===== src/rtl/rlg_pkg.sv =====
// Package: shared encodings for the locked read-modify-write guard.
// Assumes: class codes are assigned by the decoder as listed below.
package rlg_pkg;

    // Destination type from the addressing-mode field
    typedef enum logic [1:0] {
        DEST_REG  = 2'd0,
        DEST_MEM  = 2'd1,
        DEST_IO   = 2'd2,
        DEST_RSVD = 2'd3
    } dest_e;

    // Sequencer states
    typedef enum logic [1:0] {
        SQ_IDLE   = 2'd0,
        SQ_WAIT   = 2'd1,
        SQ_LOCKED = 2'd2,
        SQ_TAIL   = 2'd3
    } seq_e;

    // Lockable class codes; every other code is not lockable
    localparam int CLS_BTS     = 1;
    localparam int CLS_BTR     = 2;
    localparam int CLS_BTC     = 3;
    localparam int CLS_XADD    = 4;
    localparam int CLS_XCHG    = 5;
    localparam int CLS_CMPXCHG = 6;
    localparam int CLS_DEC     = 7;
    localparam int CLS_INC     = 8;
    localparam int CLS_NEG     = 9;
    localparam int CLS_NOT     = 10;
    localparam int CLS_ADC     = 11;
    localparam int CLS_ADD     = 12;
    localparam int CLS_AND     = 13;
    localparam int CLS_OR      = 14;
    localparam int CLS_SBB     = 15;
    localparam int CLS_SUB     = 16;
    localparam int CLS_XOR     = 17;

    localparam int LOCKABLE_LO = CLS_BTS;
    localparam int LOCKABLE_HI = CLS_XOR;

endpackage


===== src/rtl/rlg_legality.sv =====
// Module: rlg_legality
// Decides whether a locked descriptor is legal. It emits an accept strobe
// (combinational) and a registered exception pulse. Descriptors are only
// evaluated while the sequencer is idle.
// Assumes: CLASS_W is wide enough to hold LOCKABLE_HI.
module rlg_legality
    import rlg_pkg::*;
#(
    parameter int CLASS_W = 5,
    parameter int CLS_LO  = LOCKABLE_LO,
    parameter int CLS_HI  = LOCKABLE_HI
) (
    input  logic               clk,
    input  logic               rst_n,
    input  logic               ins_valid,
    input  logic               ins_lock,
    input  logic [CLASS_W-1:0] ins_class,
    input  logic [1:0]         ins_dest,
    input  logic               seq_idle,
    output logic               accept,
    output logic               exc_q
);

    localparam logic [CLASS_W-1:0] LO_C = CLASS_W'(CLS_LO);
    localparam logic [CLASS_W-1:0] HI_C = CLASS_W'(CLS_HI);

    logic listed;
    logic to_mem;
    logic evaluated;
    logic reject;

    // Classify the descriptor against the lockable set and destination
    always_comb begin
        listed    = (ins_class >= LO_C) && (ins_class <= HI_C);
        to_mem    = (ins_dest == DEST_MEM);
        evaluated = ins_valid && ins_lock && seq_idle;
        accept    = evaluated && listed && to_mem;
        reject    = evaluated && !(listed && to_mem);
    end

    // Register the exception as a one-cycle pulse per rejected strobe
    always_ff @(posedge clk) begin
        if (!rst_n) exc_q <= 1'b0;
        else        exc_q <= reject;
    end

endmodule


===== src/rtl/rlg_sequencer.sv =====
// Module: rlg_sequencer
// Runs the locked sequence: wait for the external grant to clear, release
// the locked read, hold the lock until the final write, then keep it one
// more cycle.
// Assumes: rmw_wr_done is only meaningful after the read was released.
module rlg_sequencer
    import rlg_pkg::*;
(
    input  logic clk,
    input  logic rst_n,
    input  logic accept,
    input  logic ext_busy,
    input  logic wr_done,
    output logic seq_idle,
    output logic seq_tail,
    output logic rd_go,
    output logic bus_lock
);

    seq_e state_q;
    seq_e state_d;

    // Next-state selection
    always_comb begin
        state_d = state_q;
        unique case (state_q)
            SQ_IDLE:   if (accept)    state_d = SQ_WAIT;
            SQ_WAIT:   if (!ext_busy) state_d = SQ_LOCKED;
            SQ_LOCKED: if (wr_done)   state_d = SQ_TAIL;
            SQ_TAIL:                  state_d = SQ_IDLE;
            default:                  state_d = SQ_IDLE;
        endcase
    end

    // State register
    always_ff @(posedge clk) begin
        if (!rst_n) state_q <= SQ_IDLE;
        else        state_q <= state_d;
    end

    // Output decode from state and the external-busy flag
    always_comb begin
        seq_idle = (state_q == SQ_IDLE);
        seq_tail = (state_q == SQ_TAIL);
        rd_go    = (state_q == SQ_WAIT) && !ext_busy;
        bus_lock = rd_go || (state_q == SQ_LOCKED) || (state_q == SQ_TAIL);
    end

endmodule


===== src/rtl/rlg_ext_arbiter.sv =====
// Module: rlg_ext_arbiter
// Fixed-priority arbiter for external masters. The lowest index wins, and a
// grant is held while its request stays high. New grants are given only
// when allow_new is high and no grant is active.
// Assumes: a master drops its request when its transfer ends.
module rlg_ext_arbiter #(
    parameter int N_EXT = 2
) (
    input  logic             clk,
    input  logic             rst_n,
    input  logic [N_EXT-1:0] ext_req,
    input  logic             allow_new,
    output logic [N_EXT-1:0] ext_gnt,
    output logic             ext_busy
);

    logic [N_EXT-1:0] pick;
    logic [N_EXT-1:0] gnt_q;

    // Pick the lowest-index request
    always_comb begin
        logic found;
        found = 1'b0;
        pick  = '0;
        for (int i = 0; i < N_EXT; i++) begin
            if (ext_req[i] && !found) begin
                pick[i] = 1'b1;
                found   = 1'b1;
            end
        end
    end

    assign ext_busy = |gnt_q;
    assign ext_gnt  = gnt_q;

    // One grant flop per master: hold while requesting, or take a new pick
    for (genvar g = 0; g < N_EXT; g++) begin : gen_gnt
        always_ff @(posedge clk) begin
            if (!rst_n) gnt_q[g] <= 1'b0;
            else        gnt_q[g] <= ext_req[g] &&
                                    (gnt_q[g] || (pick[g] && allow_new && !ext_busy));
        end
    end

endmodule


===== src/rtl/rmw_lock_guard.sv =====
// Module: rmw_lock_guard (top)
// Checks lock-prefix legality, raises the invalid-opcode pulse, runs the
// locked sequence and keeps external masters off the bus while it runs.
// Assumes: the decoder presents one descriptor per valid strobe.
module rmw_lock_guard
    import rlg_pkg::*;
#(
    parameter int CLASS_W = 5,
    parameter int N_EXT   = 2
) (
    input  logic               clk,
    input  logic               rst_n,
    input  logic               ins_valid,
    input  logic               ins_lock,
    input  logic [CLASS_W-1:0] ins_class,
    input  logic [1:0]         ins_dest,
    input  logic               rmw_wr_done,
    input  logic [N_EXT-1:0]   ext_req,
    output logic               inv_op_exc,
    output logic               rmw_rd_go,
    output logic               bus_lock,
    output logic [N_EXT-1:0]   ext_gnt
);

    logic accept;
    logic seq_idle;
    logic seq_tail;
    logic ext_busy;
    logic allow_new;

    // New external grants only when idle with no lock taken, or in the tail
    always_comb begin
        allow_new = (seq_idle && !accept) || seq_tail;
    end

    rlg_legality #(
        .CLASS_W (CLASS_W)
    ) u_legality (
        .clk       (clk),
        .rst_n     (rst_n),
        .ins_valid (ins_valid),
        .ins_lock  (ins_lock),
        .ins_class (ins_class),
        .ins_dest  (ins_dest),
        .seq_idle  (seq_idle),
        .accept    (accept),
        .exc_q     (inv_op_exc)
    );

    rlg_sequencer u_sequencer (
        .clk      (clk),
        .rst_n    (rst_n),
        .accept   (accept),
        .ext_busy (ext_busy),
        .wr_done  (rmw_wr_done),
        .seq_idle (seq_idle),
        .seq_tail (seq_tail),
        .rd_go    (rmw_rd_go),
        .bus_lock (bus_lock)
    );

    rlg_ext_arbiter #(
        .N_EXT (N_EXT)
    ) u_arbiter (
        .clk       (clk),
        .rst_n     (rst_n),
        .ext_req   (ext_req),
        .allow_new (allow_new),
        .ext_gnt   (ext_gnt),
        .ext_busy  (ext_busy)
    );

endmodule


===== config.mk =====
export PLATFORM = sky130hd
export DESIGN_NAME = rmw_lock_guard
export DESIGN_NICKNAME = d
export VERILOG_FILES = /design/src/rtl/rlg_pkg.sv /design/src/rtl/rlg_legality.sv /design/src/rtl/rlg_sequencer.sv /design/src/rtl/rlg_ext_arbiter.sv /design/src/rtl/rmw_lock_guard.sv
export SDC_FILE = /design/constraint.sdc
export NUM_CORES = 1
export LEC_CHECK = 0
export CORE_AREA = 5 5 42 44
export DETAILED_ROUTE_END_ITERATION = 16
export DIE_AREA = 0 0 47 49
export PLACE_DENSITY_LB_ADDON = 0.25
export SETUP_SLACK_MARGIN = 0.4
export SLEW_MARGIN = 10
export SYNTH_ARGS = -nofsm -noshare
export SYNTH_HDL_FRONTEND = slang
export SYNTH_SLANG_ARGS = --single-unit

===== constraint.sdc =====
create_clock -name clk -period 2.54 [get_ports clk]
set_input_delay 0.381 -clock clk [delete_from_list [all_inputs] [get_ports clk]]
set_output_delay 0.381 -clock clk [all_outputs]
set_load 0.01 [all_outputs]

==> key figures, run 1 <==
STA
  – RSZ-0062 raised after global routing: false
  – Final Hold Vio Count: 0
  – Final Skew: 1.777 ps
  – Fin Setup TNS: 0 ps
  – Final Cycle Share: 0.7752
  – Max Slew Vio Count: 0
  – Fmax: 0.5079 GHz
  – Final Critical Period: 1969 ps
  – # setup viols final: 0
  – Worst Max-Slew Pin Slew: 310.3 ps
  – Relative slew slack: 0.7926

Power
  – Cell Pwr Density: 396.1 mW/mm^2
  – Leakage: 0.2508 nW
  – Maximum vdd drop: 0.1602 mV
  – Total power draw: 226.5 uW

Critical path
  – CP Capture Type: output port
  – Worst Setup Start Kind: register
  – Worst Reg2Reg Path Length in Cells: 6
  – Critical Path End: rmw_rd_go
  – Crit path DAT: 1590 ps
  – Worst R2R Setup Slack: 1210 ps
  – CP startpoint: u_sequencer.state_q[1]
  – Largest fanout on the critical path: 4
  – Required @ worst endpoint: 2160 ps
  – Critical path class: register to output port
  – Reg2reg end: u_sequencer.state_q[1]
  – R2r startpoint: u_sequencer.state_q[0]

Run status
  – Outcome: complete, no violations

Synthesis
  – Top_reg_cell synth: dfxtp_1
  – Synth top area cells: dfxtp_1 29%, ha_1 14%, nand2_1 8.7%
  – Post-synth net total: 61
  – Synth area leader: dfxtp_1
  – Post-synth top cells: 8 x nand2_1, 5 x dfxtp_1, 4 x a21oi_1, 4 x ha_1, 4 x nor2_1
  – Count leader, synth: nand2_1
  – Library cells used by synthesis: 19
  – Asr flop ratio synth: 0
  – Seq/Total Area, Yosys: 0.2888
  – Synth Area per Inst: 8.060 sq um
  – Syn Std Cell Area: 346.6 sq um
  – Gate Count Post-Synth: 43
  – Area share of the largest cell type after synthesis: 0.2888
  – Synth Register Bits: 5
  – Synth Warn #: 0
  – Number of synthesized flops with an enable pin: 0

Layout
  – Synth-to-Final Area Change: 64.98%
  – Fin util: 0.4080
  – Ant. Diodes: 0
  – # nets final: 84
  – Layout cells sized above 1: 0.09231

Placed design
  – Dpl hpwl: 682.3 um
  – Final GP Congestion: 0.6784
  – Port Buffers: 18

Global routing
  – First-pass GRT wire length: 1179 um
  – Overflow after GRT: 0
  – Initial antenna violation count: 0
  – Total Routing Usage GR: 0.07108
  – Largest net degree at the start of global routing: 7
  – Vias in the first global route: 322

Clock network
  – CTS root buf: clkbuf_4
  – CTS tree: done
  – Worst-skew pair later-pin latency: 230 ps
  – Post-CTS Setup Inserts: 0
  – Clock transition at the registers of the reported paths: 40 ps
  – Total CTS buffers: 3
  – Clock sinks: 5
  – H-tree depth: 1
  – Max Root-Sink Buffers: 2

Floorplanning
  – Site Rows: 14
  – Die ar.: 0.002303 sq mm
  – IO Count: 19
  – Core Box Area: 0.001401 sq mm
  – DIE HEIGHT: 49 um
  – Initial Utilization: 0.2473
  – Chip Width: 47 um

Worst hold path
  – HP Class: register to register
  – Hold Path Cell Cnt: 2

Routing
  – Via-to-Cell Ratio: 4.716
  – Iter 0 DRT Violations: 5
  – Total Wirelength: 772 um
  – WL per Instance: 9.531 um
  – Via count: 382
  – Number of remaining DRC errors: 0
  – Antenna-violating nets left: 0
  – First-pass DRT Iterations: 4

Job
  – Max cap viols: 0
## kinds of logic (layout without fill, tap and decap cells)
group,count (synthesis),after routing,share of synthesized area
DFF,5,5,0.2888
muxes,1,1,0.02888
and+or+nand+nor,22,22,0.3574
buffers and inverters,3,25,0.03249
AOI/OAI and AO/OA,8,8,0.1480
adders and majority gates,4,4,0.1444
## worst min path at each step
stage | slack [ps] | from | endpoint
CTS | 500 | u_sequencer.state_q[1] | u_sequencer.state_q[1]
global route | 540 | u_sequencer.state_q[1] | u_sequencer.state_q[1]
global placement | 500 | u_sequencer.state_q[1] | u_sequencer.state_q[1]
finish | 490 | u_sequencer.state_q[1] | u_sequencer.state_q[1]
floorplan | 470 | u_sequencer.state_q[1] | u_sequencer.state_q[1]
detailed placement | 490 | u_sequencer.state_q[1] | u_sequencer.state_q[1]
## worst max-delay path, cell delays in order (launching register included)
cell             delay (ps)
dfxtp_1                 320
inv_1                    80
ha_1                    160
nor3b_1                 210
clkdlybuf4s50_1         570
## per-stage QoR
step	setup WS [ps]	instance area (sq um)	cells	hold WS [ps]
2_1_floorplan	1050	346.6	43	467.7
3_3_place_gp	610.1	546.8	77	496.4
3_5_place_dp	626.6	546.8	77	492.6
4_1_cts	562.6	571.8	81	498.6
5_1_grt	438.3	571.8	81	537.5
6_report	571.0	571.8	81	490.1
## flip-flops by register name (all words and copies together) (netlist names)
register	count
u_arbiter.ext_gnt	2
u_legality.exc_q	1
u_sequencer.state_q	2
## layout make-up
cell class | instances | area, sq um
clock buffers | 4 | 26.28
fillers | 161 | 829.5
inverters | 3 | 11.26
multi-input cells | 35 | 235.2
flip-flops and latches | 5 | 100.1
well taps | 16 | 20.02
repair buffers | 18 | 178.9
## layout by cell type (no fill, tap or decap)
master / synthesis / routed
clkbuf_4: 0 / 3
a21oi_1: 4 / 4
o211a_1: 1 / 1
o21bai_1: 1 / 1
dlygate4sd2_1: 0 / 1
nand3_1: 3 / 3
nor3b_1: 1 / 1
mux2i_1: 1 / 1
o21ai_0: 1 / 1
dfxtp_1: 5 / 5
clkdlybuf4s50_1: 0 / 17
nor4_1: 1 / 1
nand2_1: 8 / 8
inv_1: 3 / 3
or3_1: 1 / 1
clkbuf_1: 0 / 1
and4bb_1: 1 / 1
a21oi_2: 1 / 1
nor3_2: 1 / 1
nand2b_1: 1 / 1
nor2_1: 4 / 4
ha_1: 4 / 4
nor4b_2: 1 / 1
## repair_timing
action	in CTS	in global routing
hold buffers	0	0
endpoints found under the hold margin	0	0
endpoints found under the setup margin	1	0
gates resized for setup	1	0
## where the power goes
part	switching (mW)	total [mW]	internal, mW
sequential	0.00312	0.0853	0.0822
combinational	0.0185	0.0513	0.0327
clock	0.0306	0.0899	0.0593
total	0.0523	0.226	0.174
## routing by layer
metal,GRT usage,vias up,part of all wire
li1,-,193,-
met1,0.07237,172,0.37
met2,0.1131,17,0.50
met3,0.03321,0,0.13
met4,0.04147,0,0
met5,0,-,0
Note: power is estimated with default switching activity, not from simulation.
==> inputs of run 2 (changes only) <==
clock period = 1.83 ns   (was 2.54 ns; I/O delays follow)
==> run 2 against run 1 <==
Die area did not move. Sequential power is 40% higher. Worst hold slack worse by 21 ps. Critical endpoint is now bus_lock.
==> key figures, run 2 (same netlist as run 1, synthesis figures left out) <==
Routing
  – WL per Instance: 10.90 um
  – Via-to-Cell Ratio: 4.711
  – Number of remaining DRC errors: 0
  – Iter 0 DRT Violations: 4
  – Antenna-violating nets left: 0
  – Via count: 391
  – Total Wirelength: 905 um
  – First-pass DRT Iterations: 2

STA
  – RSZ-0062 raised after global routing: true
  – Final Worst Setup Slack: 205.7 ps
  – Final Skew: 2.391 ps
  – Fin Setup TNS: 0 ps
  – Final Hold Vio Count: 0
  – Hold_ws: 469.0 ps
  – # setup viols final: 0
  – Max Slew Vio Count: 0
  – Relative slew slack: 0.7992
  – Final Cycle Share: 0.8876
  – Final Critical Period: 1624 ps
  – Worst Max-Slew Pin Slew: 300.0 ps
  – Fmax: 0.6157 GHz

Floorplanning
  – DIE HEIGHT: 49 um
  – Initial Utilization: 0.2473
  – Chip Width: 47 um
  – Core Box Area: 0.001401 sq mm
  – IO Count: 19
  – Site Rows: 14
  – Die ar.: 0.002303 sq mm

Power
  – Total power draw: 317.5 uW
  – Cell Pwr Density: 494.6 mW/mm^2
  – Internal Pwr Total: 240.2 uW
  – Maximum vdd drop: 0.3744 mV
  – Leakage: 0.3081 nW
  – Sw Pwr: 77.33 uW
  – Clock network fraction of design power: 0.393
  – Seq pwr share: 0.374
  – Gate power share: 0.232
  – Switching share of power: 0.2436

Global routing
  – GRT Max-Usage Layer: met2
  – M2 GR Usage: 0.1267
  – First-pass GRT wire length: 1359 um
  – Met3 usage in global routing: 0.03321
  – Initial antenna violation count: 0
  – Overflow after GRT: 0
  – Total Routing Usage GR: 0.08017
  – Largest net degree at the start of global routing: 7
  – GR Layer Usage met1: 0.08753
  – Vias in the first global route: 356

Clock network
  – Clock sinks: 5
  – Max Root-Sink Buffers: 2
  – Worst-skew pair later-pin latency: 240 ps
  – Total CTS buffers: 3
  – CTS tree: done
  – Clock transition at the registers of the reported paths: 40 ps
  – CTS root buf: clkbuf_4
  – H-tree depth: 1
  – Post-CTS Hold Buffers: 0

Placed design
  – Placed cell area: 554.3 sq um
  – Port Buffers: 18
  – Final GP Congestion: 0.6686
  – DP Worst Slack: 14.02 ps
  – Dpl hpwl: 676.9 um

Layout
  – Commonest non-fill, non-tap cell in the layout: clkdlybuf4s50_1
  – Synth-to-Final Area Change: 85.20%
  – # nets final: 86
  – Most frequent cells in the layout: 10 x clkdlybuf4s50_1, 8 x nand2_1, 4 x dlymetal6s2s_1
  – Finished Cell Area: 641.9 sq um
  – Ant. Diodes: 0
  – Layout cells sized above 1: 0.2985
  – Filler instances: 146

Critical path
  – Required @ worst endpoint: 1560 ps
  – Largest fanout on the critical path: 4
  – Worst Setup Start Kind: register
  – Crit path DAT: 1350 ps
  – CP Cell Sequence: inv_1 > ha_4 > or3_1 > buf_2
  – CP Capture Type: output port
  – Worst R2R Setup Slack: 510 ps
  – Buffers plus inverters on the worst setup path: 2
  – Top Family by Delay on Critical Path: flip-flops
  – Max stage delay on crit path: 370 ps
  – Crit-path slowest cell: dfxtp_4
  – Critical path class: register to output port

Run status
  – Outcome: complete, no violations

Worst hold path
  – HP Class: register to register

Job
  – Max cap viols: 0
[run 2: power groups by stage]
stage	logic, mW	registers, mW	clock network, mW
finish	0.0737	0.119	0.125
global route	0.0814	0.120	0.138
CTS	0.0705	0.119	0.131
detailed placement	0.0721	0.121	0
global placement	0.0720	0.121	0
floorplan	0.0258	0.122	0
[run 2: metal layers]
metal	part of all wire	wire length (um)
met2	0.49	444
met4	0	0
met5	0	0
met1	0.39	355
met3	0.12	105
[run 2: worst paths after layout]
check | start | to | cells past startpoint
worst min register to register | u_sequencer.state_q[1] | u_sequencer.state_q[1] | 2
worst max-delay path | u_sequencer.state_q[0] | bus_lock | 4
worst max register to register | u_sequencer.state_q[0] | u_sequencer.state_q[1] | 6
worst min-delay path | u_sequencer.state_q[1] | u_sequencer.state_q[1] | 2
[run 2: worst register-to-register path: cells and delay by family (launching register included)]
| family | cells | cell delay (ps) |
|---|---|---|
| flip-flops | 1 | 370 |
| adder cells (fa/ha/maj) | 1 | 280 |
| AND/OR/NAND/NOR | 2 | 170 |
| buffers and inverters | 1 | 80 |
| AO/OA/AOI/OAI | 1 | 160 |
| multiplexers | 1 | 190 |
[run 2: cell type report]
type	count	area, sq um	share of cell area
well taps	16	20.02	0.03119
flip-flops and latches	5	105.1	0.1637
multi-input cells	35	286.5	0.4464
clock buffers	4	26.28	0.04094
repair buffers	20	192.7	0.3002
inverters	3	11.26	0.01754
[run 2: stage by stage]
step,instances,util
after floorplan,43,-
after global placement,78,0.3955
after detailed placement,78,0.3955
after CTS,83,0.4295
after global routing,83,0.4580
final,83,0.4580
[run 2: timing repair]
item                       in CTS  in global routing
setup endpoints to repair       5                  5
setup buffers                   1                  0
gates resized for setup        16                 12
pin swaps                       2                  5
